$ cat src/rtl/useq_pkg.sv
// Package: shared widths, the condition code enum, the control-word layout
// and the fixed micro-program. It assumes a 6-bit control address.
package useq_pkg;
    localparam int CTL_W      = 12;
    localparam int COND_W     = 3;
    localparam int UADDR_W    = 6;
    localparam int RSV_W      = 3;
    localparam int OPC_W      = 2;
    localparam int CW_W       = RSV_W + UADDR_W + COND_W + CTL_W;
    localparam int STORE_DEPTH = 1 << UADDR_W;
    localparam int DISP_BASE  = 16;
    localparam int DISP_SHIFT = 2;

    typedef enum logic [COND_W-1:0] {
        C_NEVER    = 3'd0,
        C_ALWAYS   = 3'd1,
        C_ZERO     = 3'd2,
        C_CARRY    = 3'd3,
        C_IRQ      = 3'd4,
        C_INDIR    = 3'd5,
        C_DISPATCH = 3'd6,
        C_RSVD     = 3'd7
    } cond_e;

    // Word layout, msb first: reserved, jump address, condition, control bits
    typedef struct packed {
        logic [RSV_W-1:0]   rsv;
        logic [UADDR_W-1:0] addr;
        cond_e              cond;
        logic [CTL_W-1:0]   ctl;
    } cword_t;

    function automatic cword_t mk(input logic [CTL_W-1:0] c, input cond_e k,
                                  input logic [UADDR_W-1:0] a);
        cword_t w;
        w.rsv  = '0;
        w.addr = a;
        w.cond = k;
        w.ctl  = c;
        return w;
    endfunction

    // Micro-program contents, one word per control address
    function automatic cword_t program_word(input int unsigned idx);
        case (idx)
            0:  return mk(12'h001, C_NEVER,    6'd0);
            1:  return mk(12'h002, C_NEVER,    6'd0);
            2:  return mk(12'h004, C_NEVER,    6'd0);
            3:  return mk(12'h008, C_ALWAYS,   6'd7);
            7:  return mk(12'h010, C_INDIR,    6'd10);
            8:  return mk(12'h020, C_DISPATCH, 6'd0);
            10: return mk(12'h040, C_NEVER,    6'd0);
            11: return mk(12'h080, C_ALWAYS,   6'd8);
            12: return mk(12'h100, C_NEVER,    6'd0);
            13: return mk(12'h200, C_NEVER,    6'd0);
            14: return mk(12'h400, C_ALWAYS,   6'd0);
            16: return mk(12'h801, C_IRQ,      6'd12);
            17: return mk(12'h000, C_ALWAYS,   6'd0);
            20: return mk(12'h802, C_ZERO,     6'd23);
            21: return mk(12'h803, C_ALWAYS,   6'd0);
            23: return mk(12'h804, C_ALWAYS,   6'd0);
            24: return mk(12'h805, C_CARRY,    6'd27);
            25: return mk(12'h806, C_ALWAYS,   6'd0);
            27: return mk(12'h807, C_ALWAYS,   6'd0);
            28: return mk(12'h808, C_IRQ,      6'd12);
            29: return mk(12'h809, C_ALWAYS,   6'd0);
            default: return mk(12'h000, C_ALWAYS, 6'd0);
        endcase
    endfunction
endpackage

$ cat src/rtl/useq_store.sv
// Module: control store. It is a read-only array built from the package
// micro-program and read without a clock. The caller registers the read word.
module useq_store
    import useq_pkg::*;
(
    input  logic [UADDR_W-1:0] rd_addr,
    output cword_t             rd_word
);
    cword_t rom [STORE_DEPTH];

    // Fill every location from the program function
    for (genvar i = 0; i < STORE_DEPTH; i++) begin : g_rom
        assign rom[i] = program_word(i);
    end

    // Asynchronous read of the addressed word
    assign rd_word = rom[rd_addr];
endmodule

$ cat src/rtl/useq_cond.sv
// Module: condition evaluator. It tests the condition code against the flags
// and flags a dispatch. It assumes the flag inputs are stable on the update clock.
module useq_cond
    import useq_pkg::*;
(
    input  cond_e cond,
    input  logic  zero,
    input  logic  carry,
    input  logic  irq,
    input  logic  indir,
    output logic  take,
    output logic  dispatch
);
    // Decode the condition into a jump-or-sequence decision
    always_comb begin
        take     = 1'b0;
        dispatch = 1'b0;
        case (cond)
            C_ALWAYS:   take = 1'b1;
            C_ZERO:     take = zero;
            C_CARRY:    take = carry;
            C_IRQ:      take = irq;
            C_INDIR:    take = indir;
            C_DISPATCH: dispatch = 1'b1;
            default:    take = 1'b0;
        endcase
    end
endmodule

$ cat src/rtl/useq_next.sv
// Module: next-address multiplexer. It picks between the incremented address,
// the jump address field and the opcode entry point. It assumes that at most
// one of take and dispatch matters, with dispatch having priority.
module useq_next
    import useq_pkg::*;
(
    input  logic [UADDR_W-1:0] car,
    input  logic [UADDR_W-1:0] jump_addr,
    input  logic [OPC_W-1:0]   opcode,
    input  logic               take,
    input  logic               dispatch,
    output logic [UADDR_W-1:0] next_addr
);
    localparam logic [UADDR_W-1:0] BASE = UADDR_W'(DISP_BASE);

    logic [UADDR_W-1:0] entry;

    // Opcode-mapped entry point of the instruction routine
    assign entry = BASE + (UADDR_W'(opcode) << DISP_SHIFT);

    // Three-way choice of the next control address
    always_comb begin
        if (dispatch)  next_addr = entry;
        else if (take) next_addr = jump_addr;
        else           next_addr = car + 1'b1;
    end
endmodule

$ cat src/rtl/useq_ctrl.sv
// Module: top of the sequencer. It holds the control address register, the
// control buffer register and a phase bit. Phase 0 latches the store word and
// phase 1 loads the next address. It assumes a synchronous active-low reset.
module useq_ctrl
    import useq_pkg::*;
(
    input  logic             clk,
    input  logic             rst_n,
    input  logic [OPC_W-1:0] opcode_i,
    input  logic             ind_i,
    input  logic             zero_i,
    input  logic             carry_i,
    input  logic             irq_i,
    output logic [CTL_W-1:0] ctl_o
);
    logic               phase;
    logic [UADDR_W-1:0] car;
    cword_t             cbr;
    cword_t             rd_word;
    logic               take;
    logic               dispatch;
    logic [UADDR_W-1:0] next_addr;

    useq_store u_store (
        .rd_addr (car),
        .rd_word (rd_word)
    );

    useq_cond u_cond (
        .cond     (cbr.cond),
        .zero     (zero_i),
        .carry    (carry_i),
        .irq      (irq_i),
        .indir    (ind_i),
        .take     (take),
        .dispatch (dispatch)
    );

    useq_next u_next (
        .car       (car),
        .jump_addr (cbr.addr),
        .opcode    (opcode_i),
        .take      (take),
        .dispatch  (dispatch),
        .next_addr (next_addr)
    );

    // Alternate between the read phase and the address-update phase
    always_ff @(posedge clk) begin
        if (!rst_n) phase <= 1'b0;
        else        phase <= ~phase;
    end

    // Latch the addressed store word into the buffer in the read phase
    always_ff @(posedge clk) begin
        if (!rst_n)      cbr <= '0;
        else if (!phase) cbr <= rd_word;
    end

    // Load the chosen next address in the update phase
    always_ff @(posedge clk) begin
        if (!rst_n)     car <= '0;
        else if (phase) car <= next_addr;
    end

    // Control outputs come straight from the buffer
    assign ctl_o = cbr.ctl;

    // reset clears buffer and address
    p_reset_clear_r1: assert property (@(posedge clk)
        !rst_n |=> (ctl_o == '0 && car == '0));

    // outputs hold through the update phase
    p_hold_out_r2: assert property (@(posedge clk) disable iff (!rst_n)
        phase |=> (ctl_o == $past(ctl_o)));

    // the address does not move in the read phase
    p_car_hold_r2: assert property (@(posedge clk) disable iff (!rst_n)
        !phase |=> (car == $past(car)));

    // a never condition advances by one
    p_seq_r4: assert property (@(posedge clk) disable iff (!rst_n)
        (phase && cbr.cond == C_NEVER) |=> (car == UADDR_W'($past(car) + 1'b1)));

    // an always condition takes the address field
    p_jump_r5: assert property (@(posedge clk) disable iff (!rst_n)
        (phase && cbr.cond == C_ALWAYS) |=> (car == $past(cbr.addr)));

    // the zero condition follows the sampled flag
    p_zero_r6: assert property (@(posedge clk) disable iff (!rst_n)
        (phase && cbr.cond == C_ZERO) |=>
        (car == ($past(zero_i) ? $past(cbr.addr) : UADDR_W'($past(car) + 1'b1))));

    // the interrupt condition follows the request
    p_irq_r7: assert property (@(posedge clk) disable iff (!rst_n)
        (phase && cbr.cond == C_IRQ) |=>
        (car == ($past(irq_i) ? $past(cbr.addr) : UADDR_W'($past(car) + 1'b1))));

    // dispatch lands on the opcode entry point
    p_dispatch_r9: assert property (@(posedge clk) disable iff (!rst_n)
        (phase && cbr.cond == C_DISPATCH) |=>
        (car == UADDR_W'(DISP_BASE + 4 * $past(opcode_i))));
endmodule

$ cat config.mk
export PLATFORM = sky130hd
export DESIGN_NAME = useq_ctrl
export DESIGN_NICKNAME = d
export VERILOG_FILES = /design/src/rtl/useq_pkg.sv /design/src/rtl/useq_store.sv /design/src/rtl/useq_cond.sv /design/src/rtl/useq_next.sv /design/src/rtl/useq_ctrl.sv
export SDC_FILE = /design/constraint.sdc
export NUM_CORES = 1
export LEC_CHECK = 0
export ABC_AREA = 1
export BUFFER_PORTS_ARGS = -buffer_cell sky130_fd_sc_hd__buf_4
export CORE_ASPECT_RATIO = 1.1
export CORE_MARGIN = 3
export CORE_UTILIZATION = 51
export CTS_BUF_LIST = sky130_fd_sc_hd__clkbuf_8
export DETAILED_ROUTE_END_ITERATION = 12
export GPL_ROUTABILITY_DRIVEN = 0
export HOLD_SLACK_MARGIN = 0.12
export PLACE_DENSITY = 0.71
export SETUP_SLACK_MARGIN = 0.02
export SLEW_MARGIN = 20
export SYNTH_ARGS = -nofsm -noshare
export SYNTH_HDL_FRONTEND = slang
export SYNTH_SLANG_ARGS = --single-unit
$ cat constraint.sdc
create_clock -name clk -period 1.6 [get_ports clk]
set_clock_uncertainty 0.15 [all_clocks]
set_input_delay 0.16 -clock clk [delete_from_list [all_inputs] [get_ports clk]]
set_output_delay 0.16 -clock clk [all_outputs]
set_load 0.1 [all_outputs]
After elaboration in Yosys (flattened, before gate mapping)
Memories as Yosys holds them, arrays and structs flattened. A register that Yosys moved wholly into a read port is not among the register bits. Index checks and enable logic that the tools add are counted.

ROM bits: 1536. Input port bits: 8. Register bits after elaboration: 7. Output and inout bits: 12. Memories kept: 1.

Memory list: (no name shown) (depth 64, width 24, rd ports 1, clocked after Yosys merged registers in 1, wr ports 0, line useq_store.sv:17) `assign rd_word = rom[rd_addr];`.

Equality and inequality tests: 6. Reduce and logical (&&, ||, !) cells: 2. Multiplexer cells: 4. Bitwise operators: 2. $add $sub $neg: 2.

Operators with widths (count): two-way mux 6 bit (2); == test 3 bit, second input constant (3); inverter 6 -> 7 bit (1); adder 5 x 4 -> 6 bit, first input constant (1); adder 6 x 1 -> 6 bit, second input constant (1); == test 3 x 2 -> 1 bit, second input constant (2); case mux 1 bit (5 select lines) (1); == test 3 x 1 -> 1 bit, second input constant (1); zero test 1 bit (2); two-way mux 1 bit (1); inverter 1 bit (1).

Depth between registers and ports, before layout
Gate-level depths: netlist of run 1.

Depth in word-level cells: 4. Depth in mapped cells: 9. Mapped depth without buffers: 9.

Hierarchy
From an unflattened synthesis of run 1, not the netlist that was laid out.

Cell total of the unflattened synthesis: 349. Area, all modules: 2207.1 um2.

Modules (own cells, without submodules): useq_ctrl (cells an instance 186, area each 1367.6 um2, times used 1); useq_store (cells an instance 108, area each 584.3 um2, times used 1); useq_next (cells an instance 41, area each 197.7 um2, times used 1); useq_cond (cells an instance 14, area each 57.6 um2, times used 1).

Least setup slack after synthesis of run 1
No wires, ideal clock.

Path type: flip-flop to flip-flop. From: register car[0]. To: register car[2]. Clock period less this slack: 1.440 ns. Arrival: 1.171 ns. Stages on the path, launching flop included: 8. Library setup time: 0.119 ns. Slack: 0.160 ns. Cells stage by stage: dfxtp_1 -> ha_1 -> inv_1 -> ha_1 -> inv_1 -> nand3_1 -> nand3_1 -> a21oi_1.

Longest elaborated chain between the ends: 3.

Ends and longest elaborated chain: start, declared (line useq_ctrl.sv:17) `logic [UADDR_W-1:0] car;`; start signal, assigned (line useq_ctrl.sv:63) `else if (phase) car <= next_addr;`; adder 6 x 1 -> 6 bit (line useq_next.sv:25) `else next_addr = car + 1'b1;`; two-way mux 6 bit (line useq_next.sv:24) `else if (take) next_addr = jump_addr;`; two-way mux 6 bit (line useq_next.sv:23) `if (dispatch) next_addr = entry;`.

Every way passes these cells. A chain may end at the register's enable or synchronous reset.

Worst setup path in the final report of run 1
From: register car[0]. To: register cbr[16] (netlist name).

Longest elaborated chain between the ends: 1.

Ends and longest elaborated chain (line): inverter 6 -> 7 bit (not written as such) (useq_store.sv:17).

Every way passes these cells.

==> results.md, run 1 <==
- Hold Violations, Final: 0
- Number of failing setup endpoints in the final timing report: 0
- Clock Path Buffers: 2
- Count of vias placed by the detailed router: 1571
- Ratio of final minimum period to clock period: 0.938
- Antenna cells: 0
- Syn. warnings: 0
- Average cell area after synthesis: 7.05 µm²
- Average routed wire per standard cell: 13.6 µm
- Total I/O pin count: 20
- Worst path arrival time: 1.51 ns
- Top library cells by usage in the layout, fill and taps aside: sky130_fd_sc_hd__nand2_1, sky130_fd_sc_hd__buf_4, sky130_fd_sc_hd__dfxtp_1
- Setup slack on the worst flop-to-flop path: 0.1 ns
- Starting density of the core: 0.556
- Number of distinct standard cells referenced by the synthesized netlist: 28
- CTS buffer count: 3
- P per Cell Area: 795 mW/mm²
- Flops & latches, synth: 27
- Hpwl dp: 2950 µm
- Total power after layout: 0.00146 W
- Max-slew violations: 0
- Maximum clock frequency: 666 MHz
- Total iterations of the first detailed-routing run: 4
- Chip width: 59.6 µm
- Via count of the first global-routing pass: 1450
- Via-per-instance ratio: 5.57
- Die outline area: 0.00388 mm²
- Launch point of the critical path: car[0]
- Required time at the endpoint of the critical path: 1.61 ns
- Maximum number of pins on one net before global-route repair: 16
- Area of the core: 0.00290 mm²
- Unrepaired setup endpoints after global routing: false
- Number of buffers and inverters on the critical path: 2
- Slowest-stage cell, CP: sky130_fd_sc_hd__dfxtp_1
- Final min period: 1.50 ns
- Termination of the worst setup path: cbr[16]
- Path category of the worst min-delay check: in2reg
- Placed instance area: 0.00176 mm²
- Synthesized area: 0.00161 mm²
- Port Buffers: 19
- Final sum of negative setup slack: 0 ns
- Layout Cell Area excl Fill: 0.00184 mm²
- Net count, final: 267
- DIE HEIGHT: 65 µm
- TritonCTS clock tree: yes
- Clock slew at the register clock pins of the worst setup and hold paths: 0.09 ns
- GRT Residual Overflow: 0
- Total number of H-tree levels: 1
- Drt initial violations: 69
- Outcome: complete, no violations
- Share of synthesized area occupied by flip-flops and latches: 0.335
- Worst ir drop on vdd: 0.651 mV
- Worst r2r dst: cbr[16]
- Synthesized netlist cell count: 229
- Worst path cell trace: inv_1, ha_1, inv_1, nor3_1, o21ai_0, o22ai_1
- Syn_nets: 246
- Crit-path most repeated cell: sky130_fd_sc_hd__inv_1
- Initial antenna violation count: 0
- Top Family by Delay on Critical Path: flip-flops
- Post-route ant nets: 0
- Cell at the root of the clock tree: sky130_fd_sc_hd__clkbuf_8
- Critical path endpoint category: flip-flop
- Wire length of the first global-routing pass: 6470 µm
- Leakage: 0.842 nW
- Final wirelength: 3830 µm
- Worst skew pair latency: 0.28 ns
- Share of cells above drive strength 1: 0.185
- GRT Total Usage: 0.214
- FF-to-FF Start: car[0]
- Area added between synthesis and finish: 14.1%
- Slowest Stage Delay on Critical Path: 0.40 ns
- Most frequent standard cell in the layout excluding fill and tap cells: sky130_fd_sc_hd__nand2_1
- Instance count on the critical path: 6
- Slew at the pin with the worst max-slew slack: 0.315 ns
- DRC viols: 0
- Crit path launch type: flip-flop
- Depth of the worst register-to-register path: 6
- Remaining max-slew budget at the tightest pin: 0.788
- Clock tree sinks: 27
- Total of max-cap violations: 0
- Critical path class: reg2reg
- Highest net fanout along the worst path: 5
- Count of standard-cell rows: 20
==> tightest hold or removal path: stages <==
cell	delay, ns
sky130_fd_sc_hd__buf_4	0.08
sky130_fd_sc_hd__nand3_1	0.09
sky130_fd_sc_hd__nand2_1	0.09
sky130_fd_sc_hd__nand3_1	0.08
sky130_fd_sc_hd__nand3_1	0.07
sky130_fd_sc_hd__a21oi_1	0.05
==> metal layers <==
layer  up-vias  wire length, µm  track usage
met5         -                0            0
met4         0              121        0.105
met3        12              209       0.0259
met2        57             1720        0.322
met1       715             1780        0.297
li1        787                -            -
==> cell type report <==
type,count,area [µm²]
flip-flops and latches,27,542
clock inverters,1,5.00
clock buffers,3,41.3
repair buffers,34,263
inverters,26,97.6
well taps,33,41.3
multi-input cells,158,852
fillers,282,1060
==> repair_timing <==
| item | CTS | global route |
|---|---|---|
| setup buffers | 0 | 0 |
| hold buffers | 3 | 0 |
| gates resized for setup | 0 | 3 |
| endpoints found under the hold margin | 7 | 0 |
| setup endpoints to repair | 0 | 4 |
==> registers in the layout (all words and copies together), names as in the netlist <==
name / flops
car: 6
cbr: 8
phase: 1
ctl_o: 12
==> worst min path at each step <==
stage | from | end | slack [ns] | cells past startpoint
floorplan | opcode_i[1] | car[3] | 0.23 | 4
global placement | ctl_o[11] | ctl_o[11] | 0.30 | 2
detailed placement | ctl_o[11] | ctl_o[11] | 0.32 | 2
CTS | irq_i | car[2] | 0.23 | 6
global route | irq_i | car[2] | 0.28 | 6
finish | irq_i | car[2] | 0.23 | 6
==> synth_stat cells (all sizes together) <==
cell type   n  area [µm²]
xor2        3        26.3
clkbuf      1        3.75
o31ai       3        22.5
nand3      24         133
ha          9         113
a21oi      10        50.1
o2111ai     2        17.5
o311ai      1        8.76
buf        17         124
a32oi       2        17.5
o211ai      2        15.0
a22oi       1        7.51
nor3        2        10.0
nand2      60         230
dfxtp      27         541
o22ai       2        12.5
nand3b      1        7.51
nor2       19        86.3
a31oi       5        31.3
inv        26        97.6
o21ai      12        60.1
==> per-stage QoR <==
stage	worst slack, ns	instances	util	hold slack [ns]
2_1_floorplan	0.160	229	-	0.225
5_1_grt	0.0249	282	0.634	0.282
4_1_cts	0.0284	282	0.633	0.231
3_3_place_gp	0.0397	275	0.606	0.305
3_5_place_dp	0.0571	275	0.606	0.320
6_report	0.0989	282	0.634	0.233
==> cell families (layout without fill, tap and decap cells) <==
logic type                 after synthesis  after routing  share of synthesized area
adders and majority gates                9              9                     0.0698
DFF                                     27             27                      0.335
and+or+nand+nor                        106            106                      0.289
xor gates and xnor gates                 3              3                     0.0163
buffers and inverters                   44             64                      0.140
AOI/OAI and AO/OA                       40             40                      0.150
==> report_power, final <==
| group | total (W) | switching (W) | internal, W |
|---|---|---|---|
| sequential | 0.000722 | 0.0000225 | 0.000699 |
| clock | 0.000391 | 0.000216 | 0.000175 |
| combinational | 0.000351 | 0.000231 | 0.000121 |
| total | 0.00146 | 0.000469 | 0.000995 |
No activity file was read; power rests on OpenSTA's default activity.
==> run 2: changes to the inputs <==
--- a/config.mk
+++ b/config.mk
@@ -5,7 +5,7 @@
 export SDC_FILE = /design/constraint.sdc
 export NUM_CORES = 1
 export LEC_CHECK = 0
-export ABC_AREA = 1
+export ABC_AREA = 0
 export BUFFER_PORTS_ARGS = -buffer_cell sky130_fd_sc_hd__buf_4
 export CORE_ASPECT_RATIO = 1.1
 export CORE_MARGIN = 3
@@ -19,4 +19,5 @@
 export SLEW_MARGIN = 20
 export SYNTH_ARGS = -nofsm -noshare
 export SYNTH_HDL_FRONTEND = slang
+export SYNTH_HIERARCHICAL = 1
 export SYNTH_SLANG_ARGS = --single-unit
==> run 2 against run 1 <==
  * The run now ends with setup timing left
  * Non-clock buffer count up 13
  * Synthesized cell count down 8.3%
  * Via count down 1.9%
  * Critical path depth up 3
  * Critical path type unchanged
  * Critical endpoint is now car[5]
  * Largest power group unchanged
  * Highest routed layer unchanged
==> results.md, run 2 <==
- Slowest Stage Delay on Critical Path: 0.34 ns
- Syn. warnings: 6
- Hpwl dp: 3030 µm
- Slowest-stage cell, CP: sky130_fd_sc_hd__dfxtp_2
- Via count of the first global-routing pass: 1427
- Number of flip-flops in the largest register: 12
- Failing checks: setup timing
- Path category of the worst min-delay check: in2reg
- Worst setup timing slack at the placement stage: -0.163 ns
- Crit path launch type: flip-flop
- GRT Total Usage: 0.195
- P per Cell Area: 743 mW/mm²
- Via-per-instance ratio: 5.41
- Post-route ant nets: 0
- Cell at the root of the clock tree: sky130_fd_sc_hd__clkbuf_8
- Maximum clock frequency: 584 MHz
- Final wirelength: 4550 µm
- Total number of H-tree levels: 1
- Starting density of the core: 0.553
- TritonCTS clock tree: yes
- Total I/O pin count: 20
- Total of max-cap violations: 0
- Required time at the endpoint of the critical path: 1.67 ns
- Placed Cells: 275
- Share of cells above drive strength 1: 0.397
- Total iterations of the first detailed-routing run: 4
- Port Buffers: 19
- Drt initial violations: 90
- Unrepaired setup endpoints after global routing: true
- Initial antenna violation count: 0
- Critical path endpoint category: flip-flop
- Wire length of the first global-routing pass: 7020 µm
- CTS buffer count: 3
- Chip width: 64.5 µm
- Worst ir drop on vdd: 0.385 mV
- Average cell area after synthesis: 9.13 µm²
- Number of fillers in the final layout: 283
- Final sum of negative setup slack: -0.446 ns
- Worst path cell trace: or2b_1, a22oi_2, o22ai_4, inv_2, buf_4, nor2_1, a311oi_2, mux2i_1, nor2b_1
- Top library cells by usage in the layout, fill and taps aside: sky130_fd_sc_hd__buf_4, sky130_fd_sc_hd__mux2i_1, sky130_fd_sc_hd__nor2b_1
- Placed instance area: 0.00212 mm²
- Antenna cells: 0
- Average routed wire per standard cell: 16.0 µm
- Worst Setup Slack, final: -0.113 ns
- Area added between synthesis and finish: 23.4%
- GRT Residual Overflow: 0
- Max-slew violations: 0
- Maximum number of pins on one net before global-route repair: 29
- Hold Violations, Final: 0
- Synthesized area: 0.00192 mm²
- Worst skew pair latency: 0.27 ns
- Most frequent standard cell in the layout excluding fill and tap cells: sky130_fd_sc_hd__buf_4
- Count of standard-cell rows: 22
- Layout Cell Area excl Fill: 0.00237 mm²
- Final min period: 1.71 ns
- Non-Filler Instances: 285
- Number of failing setup endpoints in the final timing report: 7
- Clock slew at the register clock pins of the worst setup and hold paths: 0.10 ns
- DRC viols: 0
- Worst path arrival time: 1.79 ns
- Count of vias placed by the detailed router: 1541
- Clock tree sinks: 28
- Area of the core: 0.00347 mm²
- DIE HEIGHT: 70.3 µm
- Clock Path Buffers: 2
- Leakage: 0.965 nW
- Synthesized netlist cell count: 210
- Ratio of final minimum period to clock period: 1.07
- Syn_nets: 225
- Outcome: complete, but fails checks
- Net count, final: 253
- Highest net fanout along the worst path: 4
- Die outline area: 0.00453 mm²
- Critical path class: reg2reg
-- run 2: what timing repair did --
action                                  4_1_cts  5_1_grt
gates cloned                                  0        0
endpoints found under the setup margin       20       25
buffers inserted                              2        3
hold buffers                                  1        0
endpoints found under the hold margin        26        0
gates resized for setup                      11       23
pin swaps                                     7        9
-- run 2: cell type report --
cell class	instances	area, µm²	area share
clock buffer	3	41.3	0.0175
clock inverter	1	30.0	0.0127
inverter	4	15.0	0.00635
multi-input combinational	154	1250	0.530
sequential	28	574	0.243
tap	48	60.1	0.0254
timing repair buffer	47	392	0.166
-- run 2: per-stage QoR --
stage / util / power, W / hold WS [ns]
floorplan: - / 0.00105 / 0.138
global placement: 0.611 / 0.00114 / 0.348
detailed placement: 0.611 / 0.00115 / 0.357
CTS: 0.652 / 0.00173 / 0.159
global route: 0.682 / 0.00183 / 0.220
finish: 0.682 / 0.00176 / 0.139
-- run 2: worst max-delay path, delay by kind of cell, from the launching register on --
family | cells | cell delay [ns]
simple gates | 3 | 0.39
buf+inv | 2 | 0.23
compound gates | 3 | 0.46
flops | 1 | 0.34
mux | 1 | 0.10
-- run 2: worst paths after layout --
check,slack (ns),cells after the start,to,start
max,-0.11,9,car[5],cbr[14]
min,0.14,5,car[2],opcode_i[0]
max reg2reg,-0.11,9,car[5],cbr[14]
min reg2reg,0.38,2,ctl_o[8],ctl_o[8]
-- run 2: where the power goes --
part           internal [W]  switching, W
clock network      0.000335      0.000228
logic              0.000208      0.000246
registers          0.000718     0.0000227
total               0.00126      0.000497
-- run 2: layer usage --
layer,global-route usage,share of wire,wire length (µm),vias to the layer above
met2,0.339,0.53,2410,40
li1,-,-,-,753
met4,0.0352,0.0037,17,0
met1,0.257,0.43,1950,746
met5,0,0,0,-
met3,0.0241,0.038,172,2
==> run 3: changes to the inputs <==
--- a/config.mk
+++ b/config.mk
@@ -21,3 +21,4 @@
 export SYNTH_HDL_FRONTEND = slang
 export SYNTH_HIERARCHICAL = 1
 export SYNTH_SLANG_ARGS = --single-unit
+export TNS_END_PERCENT = 10
==> constraint.sdc (replaced) <==
create_clock -name clk -period 1.9 [get_ports clk]
set_clock_uncertainty 0.15 [all_clocks]
set_input_delay 0.19 -clock clk [delete_from_list [all_inputs] [get_ports clk]]
set_output_delay 0.19 -clock clk [all_outputs]
set_load 0.1 [all_outputs]
==> run 3 against run 2 <==
  * The flow now finishes without violations
  * Clock-buffer cell count unchanged
  * Critical path depth down 3
  * Sequential share of layout area increased by 3.3 points
  * Combinational power down 36%
  * Flip-flop and latch count is the same
  * Register-to-register slack improved by 0.23 ns
  * Die area did not move
  * Cell count is 7.0% lower
  * Critical path type unchanged
  * Highest routed layer unchanged
==> results.md, run 3 (synthesis results as in run 2) <==
- Outcome: complete, no violations
- Max-slew violations: 0
- Die outline area: 0.00453 mm²
- Total I/O pin count: 20
- Wire length of the first global-routing pass: 6380 µm
- Hold Violations, Final: 0
- Via-per-instance ratio: 5.31
- Total number of H-tree levels: 1
- Worst skew pair latency: 0.27 ns
- Number of failing setup endpoints in the final timing report: 0
- Antenna cells: 0
- Final sum of negative setup slack: 0 ns
- Min-delay src: rst_n
- Cell at the root of the clock tree: sky130_fd_sc_hd__clkbuf_8
- Initial antenna violation count: 0
- Hpwl dp: 2700 µm
- P per Cell Area: 672 mW/mm²
- Path category of the worst min-delay check: in2reg
- Starting density of the core: 0.553
- Worst path arrival time: 1.85 ns
- Count of vias placed by the detailed router: 1407
- Count of standard-cell rows: 22
- Clock tree sinks: 28
- Highest net fanout along the worst path: 5
- Worst ir drop on vdd: 0.283 mV
- Required time at the endpoint of the critical path: 1.97 ns
- GRT Total Usage: 0.172
- Port Buffers: 19
- DRC viols: 0
- FF-to-FF Start: car[0]
- Net count, final: 233
- GRT Residual Overflow: 0
- Total iterations of the first detailed-routing run: 4
- Clock slew at the register clock pins of the worst setup and hold paths: 0.09 ns
- Final wirelength: 3710 µm
- Maximum number of pins on one net before global-route repair: 29
- Unrepaired setup endpoints after global routing: true
- Number of flip-flops in the largest register: 12
- CTS buffer count: 3
- Ratio of final minimum period to clock period: 0.940
- Share of cells above drive strength 1: 0.230
- Critical path endpoint category: flip-flop
- Critical path class: reg2reg
- Crit path launch type: flip-flop
- TritonCTS clock tree: yes
- Average routed wire per standard cell: 14.0 µm
- Area of the core: 0.00347 mm²
- Area added between synthesis and finish: 7.18%
- Most frequent standard cell in the layout excluding fill and tap cells: sky130_fd_sc_hd__nor2b_1
- Via count of the first global-routing pass: 1357
- Maximum clock frequency: 560 MHz
- Final min period: 1.79 ns
- Placed Cells: 261
- DIE HEIGHT: 70.3 µm
- Non-Filler Instances: 265
- Drt initial violations: 80
- Chip width: 64.5 µm
- Launch point of the critical path: car[0]
- Total of max-cap violations: 0
- Clock Path Buffers: 2
- Leakage: 0.834 nW
- Number of post-CTS setup repair buffers: 0
- Top library cells by usage in the layout, fill and taps aside: sky130_fd_sc_hd__nor2b_1, sky130_fd_sc_hd__mux2i_1, sky130_fd_sc_hd__buf_4
- Post-route ant nets: 0
run 3: cell count changes in the layout (fill, tap and decap cells not counted), sizes merged:
cell	change
buf	-19
dlygate4sd3	-1
run 3: area by class of cell:
type                       instances  area [µm²]
clock buffer                       3        41.3
clock inverter                     1        30.0
fill                             333        1410
inverter                           4        15.0
multi-input combinational        154        1140
sequential                        28         566
tap                               48        60.1
timing repair buffer              27         203
run 3: final timing paths:
kind | endpoint | slack [ns] | depth (start not counted)
worst max-delay path | ctl_o[11] | 0.11 | 6
worst min-delay path | cbr[12] | 0.13 | 2
worst max register to register | ctl_o[11] | 0.11 | 6
worst min register to register | ctl_o[4] | 0.38 | 2
run 3: report_power, final:
group	leakage [nW]	total, W	internal, W	switching (W)
Clock	0.0357	0.000464	0.000282	0.000182
Combinational	0.570	0.000292	0.000121	0.000171
Sequential	0.229	0.000624	0.000606	0.0000177
Total	0.834	0.00138	0.00101	0.000370
run 3: worst max-delay path, stage by stage, from the launching register on:
cell	delay [ns]
sky130_fd_sc_hd__dfxtp_1	0.39
sky130_fd_sc_hd__inv_1	0.12
sky130_fd_sc_hd__ha_1	0.21
sky130_fd_sc_hd__or2_1	0.24
sky130_fd_sc_hd__a311oi_1	0.38
sky130_fd_sc_hd__mux2i_1	0.12
sky130_fd_sc_hd__nor2b_1	0.11
run 3: stage by stage:
stage | total power [W] | hold WS [ns] | utilization | setup WS (ns) | instance area (µm²)
global placement | 0.000919 | 0.349 | 0.568 | 0.155 | 1970
global route | 0.00145 | 0.135 | 0.592 | 0.00584 | 2050
floorplan | 0.000879 | 0.168 | - | 0.155 | 1920
CTS | 0.00141 | 0.130 | 0.588 | 0.0492 | 2040
finish | 0.00138 | 0.131 | 0.592 | 0.114 | 2050
detailed placement | 0.000925 | 0.363 | 0.568 | 0.0868 | 1970
run 3: timing repair:
item / 4_1_cts / 5_1_grt
setup endpoints to repair: 0 / 10
hold buffers: 0 / 0
resized for setup: 0 / 7
run 3: routing by layer:
layer,track usage,vias up,part of all wire
li1,-,713,-
met1,0.218,673,0.46
met2,0.303,19,0.50
met3,0.0273,2,0.029
met4,0.0376,0,0.0027
met5,0,-,0
